--- src/rtl/timeout_scanner.sv ---
module timeout_scanner #(
  parameter int AW = 16,
  parameter int DW = 16,
  parameter logic [AW-1:0] TIMER_ADDR = 16'o344,
  parameter logic [AW-1:0] FIRST_PTR_ADDR = 16'o1075,
  parameter logic [AW-1:0] LAST_PTR_ADDR = 16'o1076,
  parameter int BLK_WORDS = 5,
  parameter int TMO_OFS = 2,
  parameter int FLG_OFS = 3,
  parameter int WAIT_BIT = 3
) (
  input  logic          clk,
  input  logic          rst_n,
  input  logic          tick,
  output logic [AW-1:0] mem_addr,
  output logic          mem_we,
  output logic [DW-1:0] mem_wdata,
  input  logic [DW-1:0] mem_rdata,
  output logic          rq_req,
  output logic [AW-1:0] rq_proc,
  input  logic          rq_done,
  input  logic [DW-1:0] dl_now,
  input  logic [DW-1:0] dl_ticks,
  output logic [DW-1:0] dl_value,
  output logic          busy,
  output logic          done
);
  localparam logic [AW-1:0] SUB_ADDR = TIMER_ADDR + AW'(1);
  localparam logic [DW-1:0] RELOAD   = {DW{1'b1}} - DW'(2);
  localparam logic [DW-1:0] WAIT_MSK = DW'(1) << WAIT_BIT;

  typedef enum logic [2:0] {S_IDLE, S_SUB, S_TIME, S_FIRST, S_LAST, S_CHK, S_RQ, S_FLAG} st_t;
  st_t st;
  logic [AW-1:0] ptr, last;
  logic [DW-1:0] now;
  logic          retime;

  logic [DW-1:0] sub_inc, dl_sum;
  logic [AW-1:0] nxt;
  logic          hit, more;

  assign sub_inc = mem_rdata + DW'(1);
  assign nxt     = ptr + AW'(BLK_WORDS);
  assign more    = nxt <= last;
  assign hit     = (mem_rdata != '0) && (mem_rdata == now);
  assign busy    = st != S_IDLE;
  assign rq_req  = st == S_RQ;
  assign rq_proc = ptr;

  assign dl_sum   = dl_now + dl_ticks;
  assign dl_value = (dl_ticks == '0) ? '0 : ((dl_sum == '0) ? DW'(1) : dl_sum);

  always_comb begin
    mem_addr  = '0;
    mem_we    = 1'b0;
    mem_wdata = '0;
    unique case (st)
      S_SUB:   begin mem_addr = SUB_ADDR; mem_we = 1'b1;
                     mem_wdata = sub_inc[DW-1] ? sub_inc : RELOAD; end
      S_TIME:  begin mem_addr = TIMER_ADDR; mem_we = 1'b1; mem_wdata = sub_inc; end
      S_FIRST: mem_addr = FIRST_PTR_ADDR;
      S_LAST:  mem_addr = LAST_PTR_ADDR;
      S_CHK:   mem_addr = retime ? TIMER_ADDR : ptr + AW'(TMO_OFS);
      S_FLAG:  begin mem_addr = ptr + AW'(FLG_OFS); mem_we = 1'b1;
                     mem_wdata = mem_rdata & ~WAIT_MSK; end
      default: ;
    endcase
  end

  always_ff @(posedge clk or negedge rst_n) begin
    if (!rst_n) begin
      st <= S_IDLE; ptr <= '0; last <= '0; now <= '0; retime <= 1'b0; done <= 1'b0;
    end else begin
      done <= 1'b0;
      unique case (st)
        S_IDLE:  if (tick) st <= S_SUB;
        S_SUB:   if (sub_inc[DW-1]) begin st <= S_IDLE; done <= 1'b1; end
                 else st <= S_TIME;
        S_TIME:  begin now <= sub_inc; st <= S_FIRST; end
        S_FIRST: begin ptr <= mem_rdata; st <= S_LAST; end
        S_LAST:  begin last <= mem_rdata; retime <= 1'b0; st <= S_CHK; end
        S_CHK: begin
          if (retime) now <= mem_rdata;
          if (!retime && hit) st <= S_RQ;
          else begin
            retime <= 1'b0;
            if (more) ptr <= nxt;
            else begin st <= S_IDLE; done <= 1'b1; end
          end
        end
        S_RQ:    if (rq_done) st <= S_FLAG;
        S_FLAG:  begin retime <= 1'b1; st <= S_CHK; end
        default: st <= S_IDLE;
      endcase
    end
  end

  a_r7_req_held: assert property (@(posedge clk) disable iff (!rst_n)
    rq_req && !rq_done |=> rq_req && $stable(rq_proc));
  a_r11_done_pulse: assert property (@(posedge clk) disable iff (!rst_n)
    done |=> !done);
  a_r9_deadline_nonzero: assert property (@(posedge clk) disable iff (!rst_n)
    dl_ticks != '0 |-> dl_value != '0);
  a_r2_sub_negative: assert property (@(posedge clk) disable iff (!rst_n)
    mem_we && mem_addr == SUB_ADDR |-> mem_wdata[DW-1]);
  a_r10_idle_after_done: assert property (@(posedge clk) disable iff (!rst_n)
    done |-> !busy);
endmodule

--- config.mk ---
export PLATFORM = sky130hd
export DESIGN_NAME = timeout_scanner
export DESIGN_NICKNAME = d
export VERILOG_FILES = /design/src/rtl/timeout_scanner.sv
export SDC_FILE = /design/constraint.sdc
export NUM_CORES = 1
export LEC_CHECK = 0
export BUFFER_PORTS_ARGS = -buffer_cell sky130_fd_sc_hd__buf_2
export CORE_MARGIN = 4
export CORE_UTILIZATION = 57
export CTS_BUF_LIST = sky130_fd_sc_hd__clkbuf_4 sky130_fd_sc_hd__clkbuf_8
export CTS_CLUSTER_SIZE = 20
export DETAILED_ROUTE_END_ITERATION = 7
export PLACE_DENSITY_LB_ADDON = 0.05
export SLEW_MARGIN = 25
export SYNTH_ARGS = -nofsm -noshare
export SYNTH_HDL_FRONTEND = slang
export SYNTH_SLANG_ARGS = --single-unit
--- constraint.sdc ---
create_clock -name clk -period 4.5 [get_ports clk]
set_clock_uncertainty 0.2 [all_clocks]
set_input_delay 0.45 -clock clk [delete_from_list [all_inputs] [get_ports clk]]
set_output_delay 0.45 -clock clk [all_outputs]
set_load 0.03 [all_outputs]
==> metrics.yaml, run 1 <==
placement:
  placement.setup.worst_slack_ns: 0.1461
  hpwl_um: 12390
  globalplace.congestion: 0.8941
  postPlaceCellArea_um2: 6003
  io_buffers: 119
timing:
  finalWorstPathRequiredPeriod_ns: 4.176
  final_max_tran_viols: 0
  max_freq_ghz: 0.2394
  timing_worst_slew_pin_value_ns: 0.8296
  hold_viol: 0
  timing.final.crit_share_pct: 92.81
  timing.slew.headroom_pct: 44.69
  postLayoutSetupSlackWorst_ns: 0.3237
  finalSetupViolCount: 0
power:
  powerDensity_nw_per_um2: 706.4
  power.static_leakage_nw: 2.805
  power.ir.vdd_worst_mv: 0.4814
  design_power_total_mw: 4.337
yosys:
  syn_avg_cell_area_um2: 7.660
  synthFlopType: "dfrtp_1"
  synth_fp_nets: 795
  netlist-cell-type-count: 63
  synthesis.yosys.warnings: 0
  ys_seq_area_share_pct: 24.59
  yosys_register_bits: 53
  synthesis.instances: 704
  synth_edf_count: 0
  asyncSetResetFlopFracSynth_pct: 100.0
  mappedNetlistArea_um2: 5393
setup_path:
  highest_cell_delay_on_the_worst_timing_path_ns: 0.48
  worstPathRequired_ns: 4.50
  number_of_gates_on_the_worst_path_with_buffers_counted: 16
  timing.reg2reg.worst_path_depth: 16
  crit_path_cell_trace: "ha_1 > a21oi_1 > nor2_2 > nand3_2 > nor3_4 > nand3_1 > xnor2_1 > ha_1 > nand4_1 > or2_1 > nor3_2 > nor2_1 > nor4_4 > buf_4 > or2b_1 > a32o_1"
  cp_common_cell: "ha_1"
  crit_path_start_kind: "register"
  criticalPathCategory: "reg -> reg"
  endpoint_kind: "register"
  critical_path.top_delay_family: "simple AND/OR/NAND/NOR gates"
  setup.worst_path.start: "rq_proc[1]"
  crit_fanout: 9
  reg2reg_slack_ns: 0.32
  critPathSlowestCell: "dfrtp_1"
  cp_num_buf_inv: 1
  data_arrival_time_of_the_critical_path_ns: 4.18
  timing.rr.start: "rq_proc[1]"
drt:
  avgViaCountPerCell: 6.020
  drt.antenna.violating_nets: 0
  route.final.wire_length_um: 16180
  drc_violations_left: 0
  avgRoutedWirePerCell_um: 17.57
  detailedRoute.firstIterationViolations: 404
  drt_pass1_iterations: 5
  via_count: 5544
global_routing:
  wire_length_of_the_first_global_routing_pass_um: 26100
  maximum_number_of_pins_on_one_net_before_global_route_repair: 54
  globalRouteOverflowTotal: 0
  antenna_found_initial: 0
  first_global_vias: 5352
  grt_util_all_layers_pct: 28.80
cts:
  worst_skew_pair.late_latency_ns: 0.31
  cts.sink_count: 53
  htreeDepth: 2
  cts_resized: 0
  cts_hold_buffers: 0
  path_clk_slew_ns: 0.10
  clk_tree_root_cell: "clkbuf_8"
  cts_inserted_buffers: 5
  clockBufferDepth: 2
  postCtsSetupBuffers: 0
  cts_tree: "built"
run_status:
  status: "complete, no violations"
floorplan:
  core_region_area_um2: 9240
  die_area_um2: 11080
  die_w_um: 105.3
  pin_count: 120
  initial_utilization_pct: 58.36
  rows: 35
  die-height_um: 105.3
layout:
  layout.cells.most_common_list: "119 x buf_2, 80 x nand2_1, 70 x nor2_1, 53 x a21oi_1, 53 x dfrtp_1"
  most_common_cell_after_layout_fill_and_taps_aside: "buf_2"
  num_antenna_cells: 0
  layout-area-overhead-vs-synth_pct: 13.85
  design.final.nets: 882
  design_area_um2: 6140
  post_route_cells_drive_above_1_share_pct: 19.95
  fill_cells: 795
worst_hold_path:
  worstHoldPathType: "in -> async"
job:
  drv_cap: 0
[synth_stat cells (3+ instances only)]
library cell / instances / area (um2)
xor2_1: 35 / 306.5
nand2b_1: 3 / 18.77
buf_1: 3 / 11.26
or2_1: 3 / 18.77
dfrtp_1: 53 / 1326
clkbuf_1: 31 / 116.4
nor2_1: 71 / 266.5
and3_1: 10 / 62.56
a21o_1: 16 / 120.1
nand4_1: 14 / 87.58
ha_1: 38 / 475.5
or3_1: 4 / 25.02
o32ai_1: 3 / 26.28
mux2i_1: 15 / 150.1
nand2_1: 80 / 300.3
xnor2_1: 32 / 280.3
buf_6: 4 / 45.04
a32o_1: 5 / 50.05
o21ai_1: 5 / 25.02
buf_2: 9 / 45.04
a21oi_1: 53 / 265.3
inv_1: 36 / 135.1
a31oi_1: 18 / 112.6
o21ai_0: 46 / 230.2
o211ai_1: 6 / 45.04
nor2b_1: 8 / 50.05
o21bai_1: 4 / 30.03
nor4_1: 7 / 43.79
o31ai_1: 4 / 30.03
o22ai_1: 6 / 37.54
o21a_1: 3 / 22.52
nor3_1: 10 / 50.05
o211a_1: 3 / 30.03
and4_1: 4 / 35.03
o311ai_0: 4 / 35.03
nand3_1: 20 / 100.1
or2_2: 6 / 37.54
[report_power, final]
part           internal (mW)  leakage [nW]  switching, mW  total [mW]
clock                  0.181        0.0574          0.168       0.349
combinational           1.05          2.12           1.96        3.02
sequential             0.711         0.625          0.261       0.973
[kinds of logic after synthesis]
group / after synthesis / synth area share, %
AOI/OAI and AO/OA: 192 / 22.44
xor gates and xnor gates: 67 / 10.88
muxes: 18 / 3.411
DFF: 53 / 24.59
adders and majority gates: 39 / 9.188
buffers and inverters: 85 / 6.960
and+or+nand+nor: 250 / 22.53
[through the flow]
stage / setup TNS (ns) / std cells / util, % / hold slack, ns
floorplan: 0 / 704 / - / -0.04559
global placement: 0 / 913 / 64.89 / 0.3094
detailed placement: 0 / 913 / 64.97 / 0.3067
CTS: 0 / 921 / 66.27 / 0.08091
global route: -0.001251 / 921 / 66.45 / 0.1114
finish: 0 / 921 / 66.45 / 0.04525
[registers in the layout (all words and copies together) (netlist names)]
register and count:
done 1, last 16, now 16, retime 1, rq_proc 16, st 3
[layer usage]
| metal | wire length, um | vias up | global-route usage [%] |
|---|---|---|---|
| li1 | - | 2663 | - |
| met1 | 6594 | 2580 | 37.21 |
| met2 | 7695 | 254 | 48.22 |
| met3 | 1375 | 47 | 4.409 |
| met4 | 516 | 0 | 11.53 |
| met5 | 0 | - | 0 |
[path summary, 6_finish.rpt]
path,endpoint
setup / recovery,rq_proc[3]
hold / removal,now[3]
setup reg to reg,rq_proc[3]
hold reg to reg,last[0]
max in group asynchronous,rq_proc[14]
min in group clk,last[1]
[area by class of cell]
type / instances / area [um2] / share of cell area, %
Multi-Input combinational cell: 566 / 3726 / 60.69
Sequential cell: 53 / 1326 / 21.60
Timing Repair Buffer: 129 / 670.6 / 10.92
Tap cell: 129 / 161.4 / 2.629
Inverter: 36 / 135.1 / 2.201
Clock buffer: 6 / 82.58 / 1.345
Clock inverter: 2 / 37.54 / 0.6114
Note: power is estimated with default switching activity, not from simulation.
==> run 2, diff against run 1 <==
- CORE_UTILIZATION: 57 -> 30
==> metrics.yaml, run 2 (same netlist as run 1, synthesis figures left out) <==
layout:
  num_antenna_cells: 0  # unchanged
  layout.cells.most_common_list: "119 x buf_2, 80 x nand2_1, 71 x nor2_1, 53 x a21oi_1, 53 x dfrtp_1"
  design.final.nets: 891  # +1.0%
  layout-area-overhead-vs-synth_pct: 17.19
  post_route_cells_drive_above_1_share_pct: 20.60  # +0.65 points
  final_core_util_pct: 36.16  # -30 points
  most_common_cell_after_layout_fill_and_taps_aside: "buf_2"
drt:
  detailedRoute.firstIterationViolations: 212  # -48%
  drc_violations_left: 0  # unchanged
  via_count: 5426  # -2.1%
  drt.antenna.violating_nets: 0  # unchanged
  route.final.wire_length_um: 18900  # +17%
  avgRoutedWirePerCell_um: 18.42  # +4.9%
  avgViaCountPerCell: 5.288  # -12%
  drt_pass1_iterations: 5  # unchanged
floorplan:
  initial_utilization_pct: 30.86  # -28 points
  die_area_um2: 20190  # +82%
  die_w_um: 142.1  # +35%
  core_region_area_um2: 17480  # +89%
  rows: 48  # +37%
  pin_count: 120  # unchanged
  die-height_um: 142.1  # +35%
setup_path:
  criticalPathCategory: "reg -> reg"
  crit_fanout: 9  # unchanged
  cp_num_buf_inv: 1  # unchanged
  critical_path.top_delay_family: "simple AND/OR/NAND/NOR gates"
  data_arrival_time_of_the_critical_path_ns: 4.15  # -0.03 ns
  endpoint_kind: "register"
  worstPathRequired_ns: 4.54  # +0.04 ns
  crit_path_cell_trace: "ha_1 > a21oi_1 > nor2_1 > nand3_1 > nor3_2 > nand3_1 > xnor2_1 > ha_1 > nand4_1 > or2_1 > nor3_2 > nor2_1 > nor4_4 > buf_4 > or2b_1 > a32o_1"
  highest_cell_delay_on_the_worst_timing_path_ns: 0.51  # +0.03 ns
  critPathSlowestCell: "dfrtp_1"
  crit_path_start_kind: "register"
timing:
  postLayoutSetupSlackWorst_ns: 0.3868  # +0.06318 ns
  final_max_tran_viols: 0  # unchanged
  finalSetupViolCount: 0  # unchanged
  timing.slew.headroom_pct: 45.85  # +1.2 points
  finalWorstPathRequiredPeriod_ns: 4.113  # -0.06318 ns
  timing.final.crit_share_pct: 91.40  # -1.4 points
  timing_worst_slew_pin_value_ns: 0.8122  # -0.01745 ns
  rsz_0062_raised_after_global_routing: "no"
  max_freq_ghz: 0.2431  # +1.5%
  final.setup.tns_ns: 0  # unchanged
  hold_viol: 0  # unchanged
placement:
  hpwl_um: 14460  # +17%
  placement.setup.worst_slack_ns: 0.3541  # +0.2080 ns
  globalplace.congestion: 0.8348  # -6.6%
  io_buffers: 119  # unchanged
cts:
  cts_tree: "built"
  worst_skew_pair.late_latency_ns: 0.34  # +0.03 ns
  htreeDepth: 2  # unchanged
  postCtsSetupBuffers: 0  # unchanged
  cts_inserted_buffers: 5  # unchanged
  cts.sink_count: 53  # unchanged
  path_clk_slew_ns: 0.11  # about the same
  clk_tree_root_cell: "clkbuf_8"
  clockBufferDepth: 2  # unchanged
run_status:
  status: "complete, no violations"
global_routing:
  maximum_number_of_pins_on_one_net_before_global_route_repair: 54  # unchanged
  wire_length_of_the_first_global_routing_pass_um: 29240  # +12%
  antenna_found_initial: 0  # unchanged
  first_global_vias: 5157  # -3.6%
  globalRouteOverflowTotal: 0  # unchanged
  grt_util_all_layers_pct: 18.22  # -11 points
power:
  power.ir.vdd_worst_mv: 0.3697  # -23%
  powerDensity_nw_per_um2: 705.4  # -0.13%
  power.static_leakage_nw: 2.852  # +1.7%
job:
  drv_cap: 0  # unchanged
worst_hold_path:
  worstHoldPathType: "in -> async"
-- run 2: where the power goes --
part           switching, mW  leakage (nW)  internal, mW
Clock                  0.190        0.0681         0.221
Sequential             0.241         0.625         0.711
Combinational           2.02          2.16          1.08
-- run 2: cell type report --
class                   count  area [um2]
repair buffers            138       738.2
fillers                  1859       11160
clock inverters             3       65.06
well taps                 225       281.5
multi-input cells         566        3705
inverters                  36       135.1
clock buffers               5       68.82
flip-flops and latches     53        1326
-- run 2: final timing paths --
check                               from    endpoint  slack [ns]  depth (start not counted)
max reg2reg                   rq_proc[1]  rq_proc[3]        0.39                         16
min                                rst_n    last[13]        0.05                          2
max in group asynchronous          rst_n      now[1]        3.55                          2
max                           rq_proc[1]  rq_proc[3]        0.39                         16
min in group clk           mem_rdata[12]    last[12]        0.26                          3
min reg2reg                      last[0]     last[0]        0.35                          1
-- run 2: stage by stage --
step / cell area (um2) / cells / total power [mW] / hold WS (ns)
floorplan: 5393 / 704 / 3.164 / -0.04559
global placement: 6183 / 1018 / 4.059 / 0.3055
detailed placement: 6183 / 1018 / 4.073 / 0.3127
CTS: 6317 / 1026 / 4.501 / 0.07066
global route: 6320 / 1026 / 4.827 / 0.1138
finish: 6320 / 1026 / 4.458 / 0.05240
-- run 2: what timing repair did --
action,in CTS,in global routing
gates resized for setup,0,1
setup endpoints to repair,0,3
hold buffers,0,0
-- run 2: metal layers --
metal | global-route usage (%) | vias to the layer above | routed length, um
met2 | 29.47 | 164 | 8804
met4 | 4.141 | 0 | 277
met1 | 25.56 | 2568 | 8745
met5 | 0 | - | 0
li1 | - | 2674 | -
met3 | 2.991 | 20 | 1077
==> run 3, diff against run 2 <==
--- a/config.mk
+++ b/config.mk
@@ -13,5 +13,4 @@
 export DETAILED_ROUTE_END_ITERATION = 7
 export PLACE_DENSITY_LB_ADDON = 0.05
-export SLEW_MARGIN = 25
 export SYNTH_ARGS = -nofsm -noshare
 export SYNTH_HDL_FRONTEND = slang
==> constraint.sdc (replaced) <==
create_clock -name clk -period 4.5 [get_ports clk]
set_clock_uncertainty 0.2 [all_clocks]
set_input_delay 0.45 -clock clk [delete_from_list [all_inputs] [get_ports clk]]
set_output_delay 0.45 -clock clk [all_outputs]
set_load 0.05 [all_outputs]
==> metrics.yaml, run 3 (same netlist as run 1, synthesis figures left out) <==
run_status:
  status: "complete, no violations"
placement:
  postPlaceCellArea_um2: 6191  # +0.12%
  hpwl_um: 14660  # +1.4%
  globalplace.congestion: 0.8215  # -1.6%
  io_buffers: 119  # unchanged
cts:
  worst_skew_pair.late_latency_ns: 0.33  # about the same
  cts_tree: "built"
  clockBufferDepth: 2  # unchanged
  htreeDepth: 2  # unchanged
  postCtsSetupBuffers: 0  # unchanged
  cts_resized: 0  # unchanged
  cts_inserted_buffers: 5  # unchanged
  clk_tree_root_cell: "clkbuf_8"
  cts_hold_buffers: 0  # unchanged
  cts.sink_count: 53  # unchanged
  path_clk_slew_ns: 0.10  # about the same
power:
  power.ir.vdd_worst_mv: 0.4873  # +32%
  powerDensity_nw_per_um2: 769.0  # +9.0%
  power.static_leakage_nw: 2.837  # -0.52%
setup_path:
  critPathSlowestCell: "dfrtp_1"
  worstPathRequired_ns: 4.53  # about the same
  crit_path_start_kind: "register"
  cp_num_buf_inv: 1  # unchanged
  critical_path.top_delay_family: "simple AND/OR/NAND/NOR gates"
  crit_fanout: 9  # unchanged
  endpoint_kind: "register"
  data_arrival_time_of_the_critical_path_ns: 4.12  # -0.03 ns
  highest_cell_delay_on_the_worst_timing_path_ns: 0.50  # about the same
  crit_path_cell_trace: "ha_1 > a21oi_1 > nor2_1 > nand3_1 > nor3_2 > nand3_1 > xnor2_1 > ha_1 > nand4_1 > or2_1 > nor3_2 > nor2_1 > nor4_4 > buf_4 > or2b_1 > a32o_1"
  criticalPathCategory: "reg -> reg"
global_routing:
  first_global_vias: 5294  # +2.7%
  maximum_number_of_pins_on_one_net_before_global_route_repair: 54  # unchanged
  antenna_found_initial: 0  # unchanged
  globalRouteOverflowTotal: 0  # unchanged
  wire_length_of_the_first_global_routing_pass_um: 29880  # +2.2%
  grt_util_all_layers_pct: 18.54  # +0.32 points
drt:
  via_count: 5452  # +0.48%
  drt_pass1_iterations: 5  # unchanged
  detailedRoute.firstIterationViolations: 261  # +23%
  drt.antenna.violating_nets: 0  # unchanged
  drc_violations_left: 0  # unchanged
  avgRoutedWirePerCell_um: 18.70  # +1.5%
  avgViaCountPerCell: 5.309  # +0.38%
  route.final.wire_length_um: 19210  # +1.6%
floorplan:
  die_area_um2: 20190  # unchanged
  pin_count: 120  # unchanged
  core_region_area_um2: 17480  # unchanged
  rows: 48  # unchanged
  initial_utilization_pct: 30.86  # unchanged
  die-height_um: 142.1  # unchanged
  die_w_um: 142.1  # unchanged
layout:
  most_common_cell_after_layout_fill_and_taps_aside: "buf_2"
  design_area_um2: 6280  # -0.63%
  layout-area-overhead-vs-synth_pct: 16.45
  post_route_cells_drive_above_1_share_pct: 20.70  # +0.099 points
  layout.cells.most_common_list: "119 x buf_2, 80 x nand2_1, 71 x nor2_1, 53 x a21oi_1, 53 x dfrtp_1"
  design.final.nets: 892  # +0.11%
  num_antenna_cells: 0  # unchanged
job:
  drv_cap: 0  # unchanged
timing:
  timing_worst_slew_pin_value_ns: 0.7840  # -0.02822 ns
  hold_viol: 0  # unchanged
  finalWorstPathRequiredPeriod_ns: 4.083  # -0.03024 ns
  timing.final.crit_share_pct: 90.73  # -0.67 points
  final_max_tran_viols: 0  # unchanged
  finalSetupViolCount: 0  # unchanged
  max_freq_ghz: 0.2449  # +0.74%
  final.setup.tns_ns: 0  # unchanged
  timing.slew.headroom_pct: 47.74  # +1.9 points
  rsz_0062_raised_after_global_routing: "no"
worst_hold_path:
  worstHoldPathType: "in -> async"
## run 3: stage by stage
stage | instances | hold slack (ns) | setup WS, ns | utilization [%] | power (mW)
6_report | 1027 | 0.06349 | 0.4171 | 35.93 | 4.829
3_3_place_gp | 1019 | 0.3109 | 0.4399 | 35.42 | 4.529
2_1_floorplan | 704 | -0.04559 | 0.02408 | - | 3.619
5_1_grt | 1027 | 0.1248 | 0.02945 | 35.93 | 5.210
4_1_cts | 1027 | 0.07947 | 0.2785 | 35.92 | 4.875
3_5_place_dp | 1019 | 0.3046 | 0.3348 | 35.42 | 4.549
## run 3: worst paths after layout
kind | startpoint | end | slack, ns | cells past startpoint
min in group clk | rq_done | st[0] | 0.27 | 4
hold / removal | rst_n | last[13] | 0.06 | 2
max in group asynchronous | rst_n | last[1] | 3.55 | 2
hold reg to reg | last[0] | last[0] | 0.33 | 1
setup reg to reg | rq_proc[1] | rq_proc[3] | 0.42 | 16
setup / recovery | rq_proc[1] | rq_proc[3] | 0.42 | 16
## run 3: layout make-up
class                           count  area (um2)
Clock buffer                        6       76.32
Tap cell                          225       281.5
Multi-Input combinational cell    566        3705
Sequential cell                    53        1326
Clock inverter                      2       10.01
Fill cell                        1902       11200
Timing Repair Buffer              139       745.7
Inverter                           36       135.1
## run 3: layer usage
layer / up-vias / GRT usage, % / part of all wire [%]
met5: - / 0 / 0
met4: 0 / 4.141 / 1.5
met3: 17 / 3.159 / 5.3
met2: 139 / 31.16 / 48
met1: 2625 / 25.00 / 46
li1: 2671 / - / -
## run 3: where the power goes
group	switching, mW	leakage [nW]	total [mW]	internal [mW]
Combinational	2.51	2.16	3.60	1.09
Clock	0.181	0.0484	0.296	0.115
Sequential	0.225	0.625	0.936	0.711
Total	2.92	2.84	4.83	1.91
